<file path="src/rtl/gbreak_frame_classifier.sv">
module gbreak_frame_classifier #(
  parameter int W        = 16,
  parameter int CW       = 16,
  parameter int PEAK_MIN = 160,
  parameter int PEAK_MAX = 320,
  parameter int ZERO_MIN = 95,
  parameter int ZERO_MAX = 300,
  parameter int Q_MIN    = 1,
  parameter int Q_MAX    = 6
) (
  input  logic          clk,
  input  logic          rst_n,
  input  logic          start,
  input  logic [W-1:0]  tot_int,
  input  logic [W-1:0]  hp_int,
  input  logic [CW-1:0] tot_ovf,
  input  logic [CW-1:0] hp_ovf,
  input  logic [CW-1:0] peak_cnt,
  input  logic [CW-1:0] zero_cnt,
  output logic          busy,
  output logic          done,
  output logic          detect,
  output logic          ratio_fail,
  output logic          peak_fail,
  output logic          zero_fail
);
  localparam int IT_W = $clog2(W);
  localparam logic [IT_W-1:0] IT_LAST = IT_W'(W - 1);
  localparam logic [CW-1:0]   PK_LO = CW'(PEAK_MIN);
  localparam logic [CW-1:0]   PK_HI = CW'(PEAK_MAX);
  localparam logic [CW-1:0]   ZC_LO = CW'(ZERO_MIN);
  localparam logic [CW-1:0]   ZC_HI = CW'(ZERO_MAX);
  localparam logic [W-1:0]    QLO   = W'(Q_MIN);
  localparam logic [W-1:0]    QHI   = W'(Q_MAX);
  localparam logic [W-1:0]    QONE  = W'(1);

  typedef enum logic [2:0] {S_IDLE, S_SCALE, S_ALIGN, S_DIV, S_FRAC, S_FIN} st_t;

  st_t            st;
  logic [W-1:0]   num, den, quo, rem;
  logic [CW-1:0]  t_left, h_left;
  logic [IT_W-1:0] it;
  logic           r_bad, pk_bad, zc_bad;

  logic [W-1:0]   den_al, num_al, a_sh;
  logic [W:0]     trial;
  logic [W+1:0]   rem_x, d4_x;
  logic [1:0]     frac;
  logic           ratio_ok;

  assign busy   = (st != S_IDLE);
  assign den_al = den[W-1] ? {1'b0, den[W-1:1]} : den;
  assign num_al = den[W-1] ? {1'b0, num[W-1:1]} : num;
  assign a_sh   = {rem[W-2:0], quo[W-1]};
  assign trial  = {1'b0, a_sh} - {1'b0, den};
  assign rem_x  = {2'b00, rem};
  assign d4_x   = {4'b0000, den[W-1:2]};

  always_comb begin
    if (rem_x >= d4_x + d4_x + d4_x) frac = 2'd3;
    else if (rem_x >= d4_x + d4_x)   frac = 2'd2;
    else if (rem_x >= d4_x)          frac = 2'd1;
    else                             frac = 2'd0;
  end

  assign ratio_ok = (quo >= QLO) && (quo <= QHI) && ((quo != QONE) || (frac == 2'd3));

  always_ff @(posedge clk) begin
    if (!rst_n) begin
      st <= S_IDLE;
      num <= '0; den <= '0; quo <= '0; rem <= '0;
      t_left <= '0; h_left <= '0; it <= '0;
      r_bad <= 1'b0; pk_bad <= 1'b0; zc_bad <= 1'b0;
      done <= 1'b0; detect <= 1'b0;
      ratio_fail <= 1'b0; peak_fail <= 1'b0; zero_fail <= 1'b0;
    end else begin
      done   <= 1'b0;
      detect <= 1'b0;
      case (st)
        S_IDLE: if (start) begin
          num    <= tot_int;
          den    <= hp_int;
          t_left <= tot_ovf;
          h_left <= hp_ovf;
          pk_bad <= !((peak_cnt >= PK_LO) && (peak_cnt < PK_HI));
          zc_bad <= !((zero_cnt >= ZC_LO) && (zero_cnt < ZC_HI));
          r_bad  <= (tot_ovf < hp_ovf);
          st     <= (tot_ovf < hp_ovf) ? S_FIN : S_SCALE;
        end
        S_SCALE: begin
          if (t_left == '0) st <= S_ALIGN;
          else begin
            num    <= {1'b1, num[W-1:1]};
            den    <= {(h_left != '0), den[W-1:1]};
            if (h_left != '0) h_left <= h_left - 1'b1;
            t_left <= t_left - 1'b1;
          end
        end
        S_ALIGN: begin
          num <= num_al;
          den <= den_al;
          quo <= num_al;
          rem <= '0;
          it  <= '0;
          if (den_al == '0) begin
            r_bad <= 1'b1;
            st    <= S_FIN;
          end else st <= S_DIV;
        end
        S_DIV: begin
          quo <= {quo[W-2:0], ~trial[W]};
          rem <= trial[W] ? a_sh : trial[W-1:0];
          it  <= it + 1'b1;
          if (it == IT_LAST) st <= S_FRAC;
        end
        S_FRAC: begin
          r_bad <= !ratio_ok;
          st    <= S_FIN;
        end
        S_FIN: begin
          st         <= S_IDLE;
          done       <= 1'b1;
          ratio_fail <= r_bad;
          peak_fail  <= pk_bad;
          zero_fail  <= zc_bad;
          detect     <= !(r_bad || pk_bad || zc_bad);
        end
        default: st <= S_IDLE;
      endcase
    end
  end
endmodule

</file>
<file path="config.mk">
export PLATFORM = sky130hd
export DESIGN_NAME = gbreak_frame_classifier
export DESIGN_NICKNAME = d
export VERILOG_FILES = /design/src/rtl/gbreak_frame_classifier.sv
export SDC_FILE = /design/constraint.sdc
export NUM_CORES = 1
export LEC_CHECK = 0
export ABC_AREA = 1
export CAP_MARGIN = 20
export CORE_UTILIZATION = 55
export CTS_BUF_LIST = sky130_fd_sc_hd__clkbuf_16
export DETAILED_ROUTE_END_ITERATION = 6
export PLACE_DENSITY = 0.78
export SLEW_MARGIN = 10
export SYNTH_ARGS = -nofsm -noshare
export SYNTH_HDL_FRONTEND = slang
export SYNTH_SLANG_ARGS = --single-unit
</file>
<file path="constraint.sdc">
create_clock -name clk -period 4.75 [get_ports clk]
set_input_delay 0.475 -clock clk [delete_from_list [all_inputs] [get_ports clk]]
set_output_delay 0.475 -clock clk [all_outputs]
set_load 0.02 [all_outputs]
</file>
==> results of run 1 <==
cell usage in the layout, fill, tap and decap left out, drive strengths merged:
cell,n
a21o,3
clkinv,2
inv,169
nand4,8
xor2,13
o21ai,131
nand3b,1
nand3,60
ha,65
o2111ai,1
o211ai,40
o31ai,1
dfxtp,111
nor2,111
xnor2,13
fa,2
clkbuf,9
a21boi,1
clkdlybuf4s50,98
or2,4
o221ai,9
a2bb2oi,1
nor3,14
nand2,336
a211oi,6
a31oi,32
nor4,5
a21oi,117
o22ai,2
a22o,1
o21bai,5
buf,8
worst reg2reg max path, cell delays in order, from the launching register on:
cell and delay, ns:
dfxtp_1 0.31, buf_4 0.35, inv_1 0.52, ha_1 0.50, a21oi_1 0.15, o21ai_0 0.09
a21oi_1 0.11, nand2_1 0.55, or2_2 0.53, nand3_1 0.09, a21oi_1 0.06
worst paths after layout:
check / startpoint / end / slack (ns) / cells past startpoint
worst min register to register: zero_fail / zero_fail / 0.46 / 2
worst min-delay path: zero_fail / zero_fail / 0.46 / 2
worst max-delay path: den[15] / rem[10] / 1.34 / 10
worst max register to register: den[15] / rem[10] / 1.34 / 10
per-stage QoR:
stage               setup slack (ns)  cell area, um^2  hold slack [ns]
finish                          1.34             9810            0.462
CTS                             1.31             9810            0.462
detailed placement              1.35             9520            0.438
global route                   0.995             9810            0.482
floorplan                       2.22             8540            0.415
global placement                1.45             9520            0.432
metal layers:
metal	part of all wire, %	global-route usage, %	vias up
met5	0	0	-
met4	2.8	10.8	0
met3	3.6	4.64	40
met2	48	48.4	182
met1	45	34.4	3902
li1	-	-	4502
power groups by stage:
stage,Combinational (mW),Sequential [mW],Clock [mW]
CTS,3.41,1.40,0.777
finish,3.42,1.40,0.766
detailed placement,3.39,1.42,0
floorplan,2.84,1.38,0
global route,3.89,1.44,0.812
global placement,3.34,1.42,0
cell type report:
| class | count | area (um^2) | share of cell area, % |
|---|---|---|---|
| Multi-Input combinational cell | 982 | 5410 | 55.2 |
| Sequential cell | 111 | 2220 | 22.7 |
| Timing Repair Buffer | 106 | 1040 | 10.6 |
| Inverter | 164 | 616 | 6.28 |
| Tap cell | 188 | 235 | 2.40 |
| Clock buffer | 9 | 225 | 2.30 |
| Clock inverter | 7 | 61.3 | 0.625 |
state kept, by name, summed over array words and instances, names as in the netlist:
| name | cells |
|---|---|
| den | 16 |
| h_left | 16 |
| num | 16 |
| quo | 16 |
| rem | 16 |
| t_left | 16 |
| it | 4 |
| st | 3 |
| detect | 1 |
| done | 1 |
| peak_fail | 1 |
| pk_bad | 1 |
| r_bad | 1 |
| ratio_fail | 1 |
| zc_bad | 1 |
| zero_fail | 1 |
cells by family (layout without fill, tap and decap cells):
family,after synthesis,count (layout),share of synthesized area (%)
AND/OR/NAND/NOR,539,539,26.1
flip-flops,111,111,26.0
buffers and inverters,218,286,10.6
AO/OA/AOI/OAI,350,350,24.6
adder cells (fa/ha/maj),67,67,10.0
XOR/XNOR,26,26,2.67
==> flow_summary_export.csv, run 1 <==
group,metric,value,unit
outcome,status,"complete, no violations",
pwr,vdd.ir_drop.worst,338,uV
placed_design,io_buffers,99,
setup_path,cp_max_fo,43,
floorplanning,io_pins,105,
pwr,p_total,5.59,mW
clock_tree,cts_tree,"yes",
routing,drtIter0Drc,583,
clock_tree,cts_resized,0,
routing,antenna_left,0,
placed_design,hpwl,15900,um
sta,max_freq,293,MHz
floorplanning,start_util,56.4,%
layout,final_core_util,64.8,%
clock_tree,cts_buffer_depth,2,
placed_design,placed_cells,1551,
global_route,grt_pass1_vias,7808,
layout,nets,1540,
synthesis,synthFlopType,"dfxtp_1",
synthesis,synth_top_cell_by_area,"dfxtp_1",
sta,setup_tns,0,ns
routing,wirelength,21800,um
synthesis,synth_top_area_share,26.0,%
synthesis,syn-num-nets,1477,
floorplanning,num_rows,45,
layout,area_growth,14.9,%
pwr,swShare,51.3,%
pwr,comb_power_share,61.2,%
layout,n_antenna_cell,0,
setup_path,path_cells,"buf_4 > inv_1 > ha_1 > a21oi_1 > o21ai_0 > a21oi_1 > nand2_1 > or2_2 > nand3_1 > a21oi_1",
clock_tree,cts.clk_slew.worst_paths,0.08,ns
clock_tree,cts_setup_buffers,0,
clock_tree,numClockSinks,111,
clock_tree,htreeDepth,3,
sta,hold_viol,0,
sta,relSlewSlack,32.3,%
floorplanning,die_w,127,um
sta,min_period,3.41,ns
synthesis,synthArstFlopShare,0,%
synthesis,synth_cells,1311,
setup_path,path_delay_family,"simple AND/OR/NAND/NOR gates",
layout,fillers,1408,
clock_tree,insertion_delay,0.36,ns
clock_tree,root_buffer,"clkbuf_16",
setup_path,critPathRequiredTime,4.98,ns
global_route,grtUsageTotal,27.9,%
pwr,p_sw,2.87,mW
layout,fin_cells,1567,
floorplanning,die_area,16000,um^2
sta,finalCritPeriodShare,71.7,%
sta,finalSetupViolations,0,
sta,drv_slew,0,
global_route,antenna_found_initial,0,
sta,clock_skew,0.0104,ns
floorplanning,design.core.area,15100,um^2
synthesis,syn_area_per_cell,6.51,um^2
synthesis,yosys_warnings,0,
setup_path,max_stage_delay,0.55,ns
setup_path,cpMostUsedCell,"a21oi_1",
synthesis,yosys-top-cells-area,"dfxtp_1, nand2_1, ha_1, inv_1, o21ai_0",
synthesis,synth_edf_count,0,
setup_path,arrival,3.63,ns
pwr,pwr-share-clk,13.7,%
sta,rsz0062_at_grt,"no",
routing,post-route-drc-count,0,
global_route,grt_start_max_net_pins,72,
synthesis,syn_area,8540,um^2
sta,tightestPinTransition,1.01,ns
pwr,powerDensity,570,nW/um^2
routing,viasPerCell,5.50,
setup_path,crit_path_top_delay_cell,"nand2_1",
global_route,grt_pass1_wl,36400,um
synthesis,yosys.cell_count.top_type,"nand2_1",
synthesis,synth_common_cells,"nand2_1, inv_1, dfxtp_1",
flow_run,drv_cap,0,
clock_tree,hold_buffers,0,
placed_design,place_congestion,0.911,
pwr,leakagePower,4.39,nW
setup_path,end_kind,"flip-flop",
setup_path,worstSetupPathType,"flip-flop to flip-flop",
layout,drive_gt1_share,5.66,%
setup_path,cp_num_buf_inv,2,
synthesis,seq_area_frac_synth,26.0,%
synthesis,ys_types,46,
synthesis,synth_seq_cells,111,
clock_tree,cts_buffers,9,
floorplanning,die_y,127,um
global_route,grt_overflow,0,
pwr,p_int,2.72,mW
pwr,p_seq_share,25.1,%
routing,via_count,8626,
min_path,hp-class,"flip-flop to flip-flop",
routing,drt-wirelength-per-cell,13.9,um
setup_path,critPathLaunchType,"flip-flop",
routing,drtPass1Iterations,5,
(Power assumes the default switching activity.)
==> inputs of run 2 (changes only) <==
Clock period 4.75 ns to 3.6 ns, I/O delays scaled along.
==> run 2 against run 1 <==
Design area grew 0.57%. Power rose by 34%. Wire length grew 1.7%. Sequential share of layout area shrank 0.13 points. Setup slack worse by 0.61 ns. Core utilization grew 0.37 points. Cell count rose by 0.26%. Sequential power is 33% higher. Critical path type unchanged. Hold slack got worse by 0.013 ns.
==> flow_summary_export.csv, run 2 (synthesized netlist as in run 1, its figures left out) <==
group,metric,value,unit
clock_tree,cts_resized,0,
setup_path,path_cells,"inv_1 > ha_1 > fa_1 > inv_1 > nand3_1 > nand2_1 > nand2_1 > nand2_1 > nand3_1 > nand2_1 > buf_4 > nand2_1 > nand2_1 > nand2_1 > a21oi_1",
clock_tree,cts_buffers,9,
clock_tree,cts_buffer_depth,2,
global_route,grt_pass1_vias,7902,
pwr,leakagePower,4.41,nW
clock_tree,hold_buffers,0,
setup_path,arrival,3.16,ns
routing,viasPerCell,5.51,
routing,drtPass1Iterations,5,
layout,layout_commonest_cell,"nand2_1",
setup_path,end_kind,"flip-flop",
setup_path,crit_end,"rem[13]",
setup_path,crit_path_top_delay_cell,"fa_1",
flow_run,drv_cap,0,
floorplanning,start_util,56.4,%
setup_path,worstSetupPathType,"flip-flop to flip-flop",
sta,finalSetupViolations,0,
clock_tree,root_buffer,"clkbuf_16",
floorplanning,io_pins,105,
pwr,powerDensity,759,nW/um^2
clock_tree,cts_setup_buffers,0,
placed_design,io_buffers,99,
layout,final_core_util,65.1,%
routing,drt-wirelength-per-cell,14.1,um
clock_tree,cts.clk_slew.worst_paths,0.08,ns
routing,post-route-drc-count,0,
global_route,grt_pass1_wl,37100,um
setup_path,cp_max_fo,17,
routing,wirelength,22200,um
setup_path,critPathRequiredTime,3.89,ns
global_route,grt_start_max_net_pins,71,
sta,min_period,2.87,ns
sta,max_freq,348,MHz
layout,drive_gt1_share,6.00,%
global_route,grtUsageTotal,28.5,%
floorplanning,die_y,127,um
sta,setup_tns,0,ns
routing,antenna_left,0,
global_route,antenna_found_initial,0,
setup_path,cpMostUsedCell,"nand2_1",
setup_path,max_stage_delay,0.41,ns
setup_path,r2r_end,"rem[13]",
clock_tree,numClockSinks,111,
sta,relSlewSlack,49.5,%
layout,layout_common_cells,"nand2_1, inv_1, dfxtp_1",
global_route,grt_overflow,0,
layout,nets,1544,
floorplanning,num_rows,45,
sta,tightestPinTransition,0.758,ns
setup_path,critPathLaunchType,"flip-flop",
routing,via_count,8653,
sta,hold_viol,0,
placed_design,place_congestion,0.913,
setup_path,rrSetupSlack,0.73,ns
pwr,vdd.ir_drop.worst,577,uV
setup_path,critPathLaunch,"quo[15]",
setup_path,reg2regPathDepth,15,
sta,drv_slew,0,
routing,routed.top_layer,"met4",
setup_path,reg2reg_from,"quo[15]",
routing,drtIter0Drc,513,
floorplanning,die_w,127,um
sta,finalCritPeriodShare,79.8,%
outcome,status,"complete, no violations",
floorplanning,die_area,16000,um^2
layout,area_growth,15.6,%
routing,met3_length,888,um
placed_design,hpwl,16400,um
min_path,hp-class,"flip-flop to flip-flop",
layout,n_antenna_cell,0,
routing,wl_met1,9950,um
clock_tree,htreeDepth,3,
floorplanning,design.core.area,15100,um^2
routing,dr_wl_met2,10800,um
sta,rsz0062_at_grt,"no",
sta,clock_skew,0.00779,ns
pwr,p_total,7.49,mW
clock_tree,cts_tree,"yes",
clock_tree,insertion_delay,0.36,ns
run 2: cell types whose count changed in the layout (fill, tap and decap cells not counted), sizes merged:
cell and change:
buf +4, inv -2, clkinv +1, clkinvlp +1
run 2: report_power, final:
group	switching [mW]	internal, mW	total (mW)	leakage (nW)
sequential	0.288	1.57	1.86	0.912
combinational	3.03	1.59	4.61	3.36
clock	0.526	0.494	1.02	0.144
run 2: cell type report:
cell class	instances	area, um^2
clock buffer	9	225
timing repair buffer	110	1080
sequential	111	2220
fill	1389	5280
multi-input combinational	982	5410
tap	188	235
inverter	164	616
clock inverter	7	75.1
run 2: worst min path at each step:
stage,startpoint,endpoint,slack (ns),depth (start not counted)
2_1_floorplan,r_bad,detect,0.41,1
3_5_place_dp,peak_fail,peak_fail,0.44,2
4_1_cts,peak_fail,peak_fail,0.45,2
3_3_place_gp,peak_fail,peak_fail,0.43,2
6_report,ratio_fail,ratio_fail,0.45,2
5_1_grt,peak_fail,peak_fail,0.46,2
run 2: critical path, delay by kind of cell (launching register included):
family / cells / cell delay, ns
and+or+nand+nor: 9 / 1.19
adders and majority gates: 2 / 0.61
buffers and inverters: 3 / 0.47
DFF: 1 / 0.38
AOI/OAI and AO/OA: 1 / 0.13
run 2: per-stage QoR:
| stage | setup slack, ns | hold WS [ns] | instances | instance area (um^2) |
|---|---|---|---|---|
| finish | 0.729 | 0.448 | 1571 | 9860 |
| global route | 0.421 | 0.465 | 1571 | 9860 |
| CTS | 0.754 | 0.450 | 1571 | 9860 |
| detailed placement | 0.782 | 0.439 | 1555 | 9560 |
| global placement | 0.822 | 0.433 | 1555 | 9560 |
| floorplan | 1.07 | 0.415 | 1311 | 8540 |
run 2: routing by layer:
layer	up-vias	global-route usage (%)
met2	199	49.0
met4	0	10.3
li1	4518	-
met5	-	0
met1	3887	36.2
met3	49	4.13
